===== src/rtl/tod_pkg.sv =====
package tod_pkg;
    localparam int DIGIT_W = 4;

    typedef logic [DIGIT_W-1:0] digit_t;

    localparam digit_t DIGIT_MAX = 4'd9;

    typedef struct packed {
        digit_t tens;
        digit_t units;
    } bcd_pair_t;

    typedef enum logic [1:0] {
        MODE_RUN     = 2'b00,
        MODE_SET_MIN = 2'b01,
        MODE_SET_HR  = 2'b10,
        MODE_RUN_ALT = 2'b11
    } set_mode_e;

    typedef struct packed {
        bcd_pair_t hr;
        bcd_pair_t min;
        bcd_pair_t sec;
        logic      chime;
        logic      min_carry;
        logic      hr_carry;
    } tod_state_t;
endpackage


===== src/rtl/bcd_pair_step.sv =====
module bcd_pair_step
    import tod_pkg::*;
#(
    parameter digit_t TOP_TENS  = 4'd5,
    parameter digit_t TOP_UNITS = 4'd9
) (
    input  bcd_pair_t cur,
    input  logic      inc,
    output bcd_pair_t nxt,
    output logic      at_top
);
    always_comb begin
        at_top = (cur.tens == TOP_TENS) && (cur.units == TOP_UNITS);
        nxt    = cur;
        if (inc) begin
            if (at_top) begin
                nxt = '0;
            end else if (cur.units == DIGIT_MAX) begin
                nxt.units = '0;
                nxt.tens  = cur.tens + digit_t'(1);
            end else begin
                nxt.units = cur.units + digit_t'(1);
            end
        end
    end
endmodule


===== src/rtl/tod_counter.sv =====
module tod_counter
    import tod_pkg::*;
#(
    parameter digit_t MS_TOP_TENS  = 4'd5,
    parameter digit_t MS_TOP_UNITS = 4'd9,
    parameter digit_t HR_TOP_TENS  = 4'd2,
    parameter digit_t HR_TOP_UNITS = 4'd3
) (
    input  logic       clk,
    input  logic       rst,
    input  logic       tick,
    input  logic [1:0] set_mode,
    input  logic       adj,
    output logic [3:0] hr_tens,
    output logic [3:0] hr_units,
    output logic [3:0] min_tens,
    output logic [3:0] min_units,
    output logic [3:0] sec_tens,
    output logic [3:0] sec_units,
    output logic       chime,
    output logic       min_carry,
    output logic       hr_carry
);
    tod_state_t state_d, state_q;
    set_mode_e  mode;
    logic       run_mode;
    logic       sec_inc, min_inc, hr_inc;
    logic       sec_top, min_top, hr_top;
    bcd_pair_t  sec_nxt, min_nxt, hr_nxt;

    assign mode     = set_mode_e'(set_mode);
    assign run_mode = (mode == MODE_RUN) || (mode == MODE_RUN_ALT);

    // carry chain: seconds feed minutes feed hours in run mode;
    // adjust pulses enter at the selected field in set mode
    assign sec_inc = run_mode && tick;
    assign min_inc = run_mode ? (tick && sec_top) : ((mode == MODE_SET_MIN) && adj);
    assign hr_inc  = run_mode ? (tick && sec_top && min_top) : ((mode == MODE_SET_HR) && adj);

    bcd_pair_step #(.TOP_TENS(MS_TOP_TENS), .TOP_UNITS(MS_TOP_UNITS)) u_sec_step (
        .cur(state_q.sec), .inc(sec_inc), .nxt(sec_nxt), .at_top(sec_top)
    );
    bcd_pair_step #(.TOP_TENS(MS_TOP_TENS), .TOP_UNITS(MS_TOP_UNITS)) u_min_step (
        .cur(state_q.min), .inc(min_inc), .nxt(min_nxt), .at_top(min_top)
    );
    bcd_pair_step #(.TOP_TENS(HR_TOP_TENS), .TOP_UNITS(HR_TOP_UNITS)) u_hr_step (
        .cur(state_q.hr), .inc(hr_inc), .nxt(hr_nxt), .at_top(hr_top)
    );

    always_comb begin
        state_d           = state_q;
        state_d.sec       = run_mode ? sec_nxt : '0;
        state_d.min       = min_nxt;
        state_d.hr        = hr_nxt;
        state_d.min_carry = run_mode && tick && sec_top;
        state_d.hr_carry  = run_mode && tick && sec_top && min_top;
        if (!run_mode) begin
            state_d.chime = 1'b0;
        end else if (tick) begin
            state_d.chime = state_d.hr_carry;
        end else begin
            state_d.chime = state_q.chime;
        end
    end

    always_ff @(posedge clk) begin
        if (rst) begin
            state_q <= '0;
        end else begin
            state_q <= state_d;
        end
    end

    assign hr_tens   = state_q.hr.tens;
    assign hr_units  = state_q.hr.units;
    assign min_tens  = state_q.min.tens;
    assign min_units = state_q.min.units;
    assign sec_tens  = state_q.sec.tens;
    assign sec_units = state_q.sec.units;
    assign chime     = state_q.chime;
    assign min_carry = state_q.min_carry;
    assign hr_carry  = state_q.hr_carry;


    bcd_range_chk: assert property (@(posedge clk) disable iff (rst)
        (sec_units <= 4'd9) && (min_units <= 4'd9) && (hr_units <= 4'd9) &&
        (sec_tens <= 4'd5) && (min_tens <= 4'd5));


    min_carry_zero_chk: assert property (@(posedge clk) disable iff (rst)
        min_carry |-> (sec_tens == 4'd0) && (sec_units == 4'd0));


    hr_carry_pair_chk: assert property (@(posedge clk) disable iff (rst)
        hr_carry |-> min_carry && (min_tens == 4'd0) && (min_units == 4'd0));


    hr_range_chk: assert property (@(posedge clk) disable iff (rst)
        (hr_tens < 4'd2) || ((hr_tens == 4'd2) && (hr_units <= 4'd3)));


    day_wrap_chk: assert property (@(posedge clk) disable iff (rst)
        (run_mode && tick && hr_top && min_top && sec_top) |=>
        (hr_tens == 4'd0) && (hr_units == 4'd0));


    idle_hold_chk: assert property (@(posedge clk) disable iff (rst)
        (!tick && (set_mode == 2'b00 || set_mode == 2'b11)) |=>
        $stable({hr_tens, hr_units, min_tens, min_units, sec_tens, sec_units}) &&
        !min_carry && !hr_carry);


    set_sec_clear_chk: assert property (@(posedge clk) disable iff (rst)
        (set_mode == 2'b01 || set_mode == 2'b10) |=>
        (sec_tens == 4'd0) && (sec_units == 4'd0) && !min_carry && !hr_carry && !chime);


    min_adj_hold_chk: assert property (@(posedge clk) disable iff (rst)
        (set_mode == 2'b01) |=> $stable({hr_tens, hr_units}));


    hr_adj_hold_chk: assert property (@(posedge clk) disable iff (rst)
        (set_mode == 2'b10) |=> $stable({min_tens, min_units}));


    chime_top_chk: assert property (@(posedge clk) disable iff (rst)
        chime |-> (min_tens == 4'd0) && (min_units == 4'd0) &&
                  (sec_tens == 4'd0) && (sec_units == 4'd0));
endmodule


===== config.mk =====
export PLATFORM = sky130hd
export DESIGN_NAME = tod_counter
export DESIGN_NICKNAME = d
export VERILOG_FILES = /design/src/rtl/tod_pkg.sv /design/src/rtl/bcd_pair_step.sv /design/src/rtl/tod_counter.sv
export SDC_FILE = /design/constraint.sdc
export NUM_CORES = 1
export LEC_CHECK = 0
export ABC_AREA = 1
export BUFFER_PORTS_ARGS = -buffer_cell sky130_fd_sc_hd__buf_2
export CAP_MARGIN = 10
export CORE_MARGIN = 1
export CORE_UTILIZATION = 45
export CTS_BUF_LIST = sky130_fd_sc_hd__clkbuf_4 sky130_fd_sc_hd__clkbuf_8 sky130_fd_sc_hd__clkbuf_16
export DETAILED_ROUTE_END_ITERATION = 16
export HOLD_SLACK_MARGIN = 0.02
export PLACE_DENSITY = 0.74
export SLEW_MARGIN = 25
export SYNTH_ARGS = -nofsm -noshare
export SYNTH_HDL_FRONTEND = slang
export SYNTH_SLANG_ARGS = --single-unit

===== constraint.sdc =====
create_clock -name clk -period 2.2 [get_ports clk]
set_clock_uncertainty 0.2 [all_clocks]
set_input_delay 0.44 -clock clk [delete_from_list [all_inputs] [get_ports clk]]
set_output_delay 0.44 -clock clk [all_outputs]
set_load 0.05 [all_outputs]

After elaboration in Yosys (flattened, before gate mapping). Cells that the tools add are included.

Flip-flop bits (word level): 27. Bits of input ports: 6. Output and inout port bits: 27. Word-level logic and storage cells: 56.

Add/subtract/negate cells: 6. Equal/unequal tests: 10. Mux-type cells: 11. Bitwise gates (word level): 1. Reductions and logical operators: 19.

Operators by type and width (number): adder 4 x 1 -> 4 bit (second input constant) (6); 2-to-1 mux 4 bit (6); 2-to-1 mux 8 bit (3); == test 4 bit (second input constant) (3); logical AND 1 bit (10); == test 4 x 2 -> 1 bit (second input constant) (2); == test 4 x 3 -> 1 bit (second input constant) (2); AND reduction 2 bit (3); nonzero test 2 bit (3); == test 2 bit (second input constant) (2); == test 2 x 1 -> 1 bit (second input constant) (1); logical NOT 2 bit (1); 2-to-1 mux 1 bit (2); OR reduction 2 bit (1); logical OR 1 bit (1); inverter 1 bit (1).

Logic depth before layout (Yosys ltp).
Word-level depth: 6. Depth in mapped cells: 10. Gate-level depth less buffers: 10.

By module. Synthesis repeated with hierarchy kept, for this count alone.

Cells, all modules: 259. Area, all modules: 1669.1 um^2.

By module, submodules not included: tod_counter (times used 1, cells an instance 97, area each 849.6 um^2, sequential area each 540.5 um^2); bcd_pair_step at u_min_step ... (times used 2, cells an instance 53, area each 261.5 um^2, sequential area each 0.0 um^2); bcd_pair_step at u_hr_step (times used 1, cells an instance 56, area each 296.5 um^2, sequential area each 0.0 um^2).

Worst setup path after synthesis. No wires, ideal clock.

Kind: reg-to-reg. Start point: register state_q (netlist bit sec_units[0]). End point: register state_q (netlist bit min_units[3]). Library setup time: 0.115 ns. Arrival: 1.737 ns. Setup slack: 0.148 ns. Cell stages (with the launch flop): 10. Path buffers: 1. Clock period less this slack: 2.052 ns. Cell sequence: dfxtp_1 ha_1 nand3_2 nor2_4 nand2_4 nand2_4 buf_8 nand2_2 xor2_1 nor2_2.

Word-level cells in the longest chain between the ends: 4.

RTL lines: from (decl) (line tod_counter.sv:24) `tod_state_t state_d, state_q;`; from (signal assigned) (line tod_counter.sv:70) `state_q <= state_d;`; == test 4 bit (line bcd_pair_step.sv:13) `at_top = (cur.tens == TOP_TENS) && (cur.units == TOP_UNITS);`; logical AND 1 bit (line bcd_pair_step.sv:13); logical AND 1 bit (line tod_counter.sv:37) `assign min_inc = run_mode ? (tick && sec_top) : ((mode == MODE_SET_MIN) && adj);`; 2-to-1 mux 1 bit (line tod_counter.sv:37).

No other way between the ends. A chain may end at the register's enable or synchronous reset.

Final worst setup path.
Start point: register state_q (netlist bit sec_units[0]). End point: register state_q (netlist bit hr_units[1]).

Word-level cells in the longest chain between the ends: 5.

RTL lines: == test 4 bit (line bcd_pair_step.sv:13); logical AND 1 bit (line bcd_pair_step.sv:13); logical AND 1 bit (2 in series) (line tod_counter.sv:38) `assign hr_inc = run_mode ? (tick && sec_top && min_top) : ((mode == MODE_SET_HR) && adj);`; 2-to-1 mux 1 bit (line tod_counter.sv:38).

No other way between the ends.

==> flow_metrics.tcl <==
set metrics [dict create \
    synth_warnings 0 \
    r2r_slack_ps 350 \
    switching_power_w 0.0002127 \
    die_area_um2 3698 \
    die_y_um 60.81 \
    synth_area_um2 1556 \
    grt_max_degree 17 \
    cts_tree "built" \
    area_delta_synth_final_pct 13.26 \
    post_dp_cell_area_um2 1733 \
    hold_start "rst" \
    first_pass_iters 4 \
    multi_input_area_um2 875.8 \
    finalSetupViolations 0 \
    tightest_slew_ps 313.2 \
    grt_pass1_vias 1104 \
    cts_sinks 27 \
    drt_wl_total_um 2817 \
    layout.nets 247 \
    die_w_um 60.81 \
    gp_congestion 0.8866 \
    via_per_inst 4.767 \
    leakagePower_nw 0.8120 \
    dp_hpwl_um 2201 \
    end_kind "flop" \
    clk_pin_slew_ps 150 \
    slew-limit-headroom_pct 79.07 \
    synth.distinct_cells 28 \
    worst_slack_ps 349.8 \
    layout_common_cells "nand2_1, buf_2, dfxtp_1" \
    cellPowerDensity_nw_per_um2 452.5 \
    power_frac_seq_pct 62.7 \
    cp-startpoint "sec_units[0]$_SDFFE_PP0P_" \
    fmax_mhz 540.5 \
    finalWorstPathRequiredPeriod_ps 1850 \
    holdBufCountCts 0 \
    postSynthCellCount 193 \
    ant_nets 0 \
    clockBufferDepth 2 \
    ys_ff_latch 27 \
    seq_area_um2 540.5 \
    ir_drop_v 0.0002220 \
    postSynthAreaPerCell_um2 8.065 \
    min_path_type "input pin to flop" \
    seq_area_frac_synth_pct 34.73 \
    start_util_pct 48.98 \
    instances_no_fill 270 \
    status "finished clean" \
    arrival_ps 1890 \
    syn-num-nets 213 \
    numCtsBuffers 3 \
    hold_viol_final 0 \
    cts_root_buf "clkbuf_4" \
    drt-wirelength-per-cell_um 10.43 \
    crit_path_start_kind "flop" \
    rows 20 \
    grt_pass1_wl_um 4719 \
    final.period_utilization_pct 84.10 \
    post_cts.repair.setup_buffers 0 \
    overflow 0 \
    required_ps 2240 \
    rr_startpoint "sec_units[0]$_SDFFE_PP0P_" \
    diodes 0 \
    num_vias 1287 \
    fin_area_um2 1763 \
    ctsResizeCount 0 \
    dp_cells 266 \
    whs_ps 171.7 \
    swShare_pct 26.67 \
    antenna_found_initial 0 \
    maxSlewViolCount 0 \
    h-tree-depth 1 \
    drive_above_1_share_pct 25.66 \
    combinationalPowerShare_pct 9.4 \
    n_fill_cell 314 \
    cp_max_fo 14 \
    clkPwrFrac_pct 27.9 \
    rsz0062_at_grt "false" \
    drv_cap 0 \
    io_buffers 32 \
    pre_cts_ws_ps 63.46 \
    clock_latency_ps 340 \
    grt_util_all_layers_pct 17.01 \
    core_um2 3178 \
    internal-power_w 0.0005850 \
    drt_iter0_drc 34 \
    fin_tns_setup_ps 0 \
    io_pins 33 \
    drc 0 \
    critical_path_class "flop to flop" \
]
-- synthesized netlist by cell type --
master    count  area share, %
nand2_1      32            7.7
buf_12        1            1.3
nand2_4       3            2.2
xor2_1        8            4.5
o21ai_0       3           0.96
nand3_2       3            1.9
inv_1        26            6.3
nand4_1       5            2.0
nor2_1       19            4.6
and3b_1       1           0.56
ha_1         14             11
nand3_1      15            4.8
a21oi_1      11            3.5
a21oi_2       3            1.7
nand2_2       3            1.2
a211oi_1      1           0.48
or2_2         2           0.80
a221oi_1      1           0.56
nand3_4       3            3.4
inv_2         1           0.24
nor2_2        2           0.80
dfxtp_1      27             35
clkbuf_1      1           0.24
nor3_1        3           0.96
nor2_4        2            1.4
nor4_1        1           0.40
a21boi_0      1           0.48
buf_8         1           0.96
-- routing by layer --
metal	share of wire, %	track usage, %
met5	0	0
met3	3.3	2.559
met1	52	22.69
met2	43	27.63
met4	1.7	6.818
-- sequential cells by signal, summed over array words and instances (netlist names) --
register	count
sec_units	4
sec_tens	4
min_units	4
hr_tens	4
hr_units	4
min_tens	4
min_carry	1
hr_carry	1
chime	1
-- layout make-up --
class | count | share of cell area [%]
Timing Repair Buffer | 32 | 9.084
Clock inverter | 1 | 0.4258
Clock buffer | 3 | 1.278
Tap cell | 44 | 3.123
Sequential cell | 27 | 30.66
Multi-Input combinational cell | 136 | 49.68
Inverter | 27 | 5.749
-- worst max-delay path, cell delays in order, from the launching register on --
cell	delay, ps
dfxtp_1	450
ha_1	190
nand3_2	90
nor2_4	210
nand3_4	130
nand2_4	170
nand2_1	100
nand2_1	140
nor2_1	70
-- power by group through the flow --
stage / clock (W) / sequential (W) / combinational (W)
finish: 0.000222 / 0.000500 / 0.0000751
global route: 0.000251 / 0.000502 / 0.0000830
CTS: 0.000235 / 0.000500 / 0.0000757
detailed placement: 0 / 0.000511 / 0.0000753
global placement: 0 / 0.000511 / 0.0000749
floorplan: 0 / 0.000528 / 0.0000432
-- kinds of logic after synthesis --
| logic type | after synthesis | synth area share (%) |
|---|---|---|
| AO/OA/AOI/OAI | 20 | 7.717 |
| XOR/XNOR | 8 | 4.502 |
| adder cells (fa/ha/maj) | 14 | 11.25 |
| buffers and inverters | 30 | 9.002 |
| flip-flops | 27 | 34.73 |
| AND/OR/NAND/NOR | 94 | 32.80 |
-- path summary, 6_finish.rpt --
check                             end  depth (start not counted)
min reg2reg        chime$_SDFFE_PP0P_                          2
min          hr_units[2]$_SDFFE_PP0P_                          2
max          hr_units[1]$_SDFFE_PP0P_                          8
max reg2reg  hr_units[1]$_SDFFE_PP0P_                          8
-- through the flow --
step / utilization [%] / power, W
6_report: 55.47 / 0.0007978
5_1_grt: 55.47 / 0.0008361
4_1_cts: 55.47 / 0.0008113
3_5_place_dp: 54.53 / 0.0005862
3_3_place_gp: 54.53 / 0.0005861
2_1_floorplan: - / 0.0005707
(Power assumes the default switching activity.)
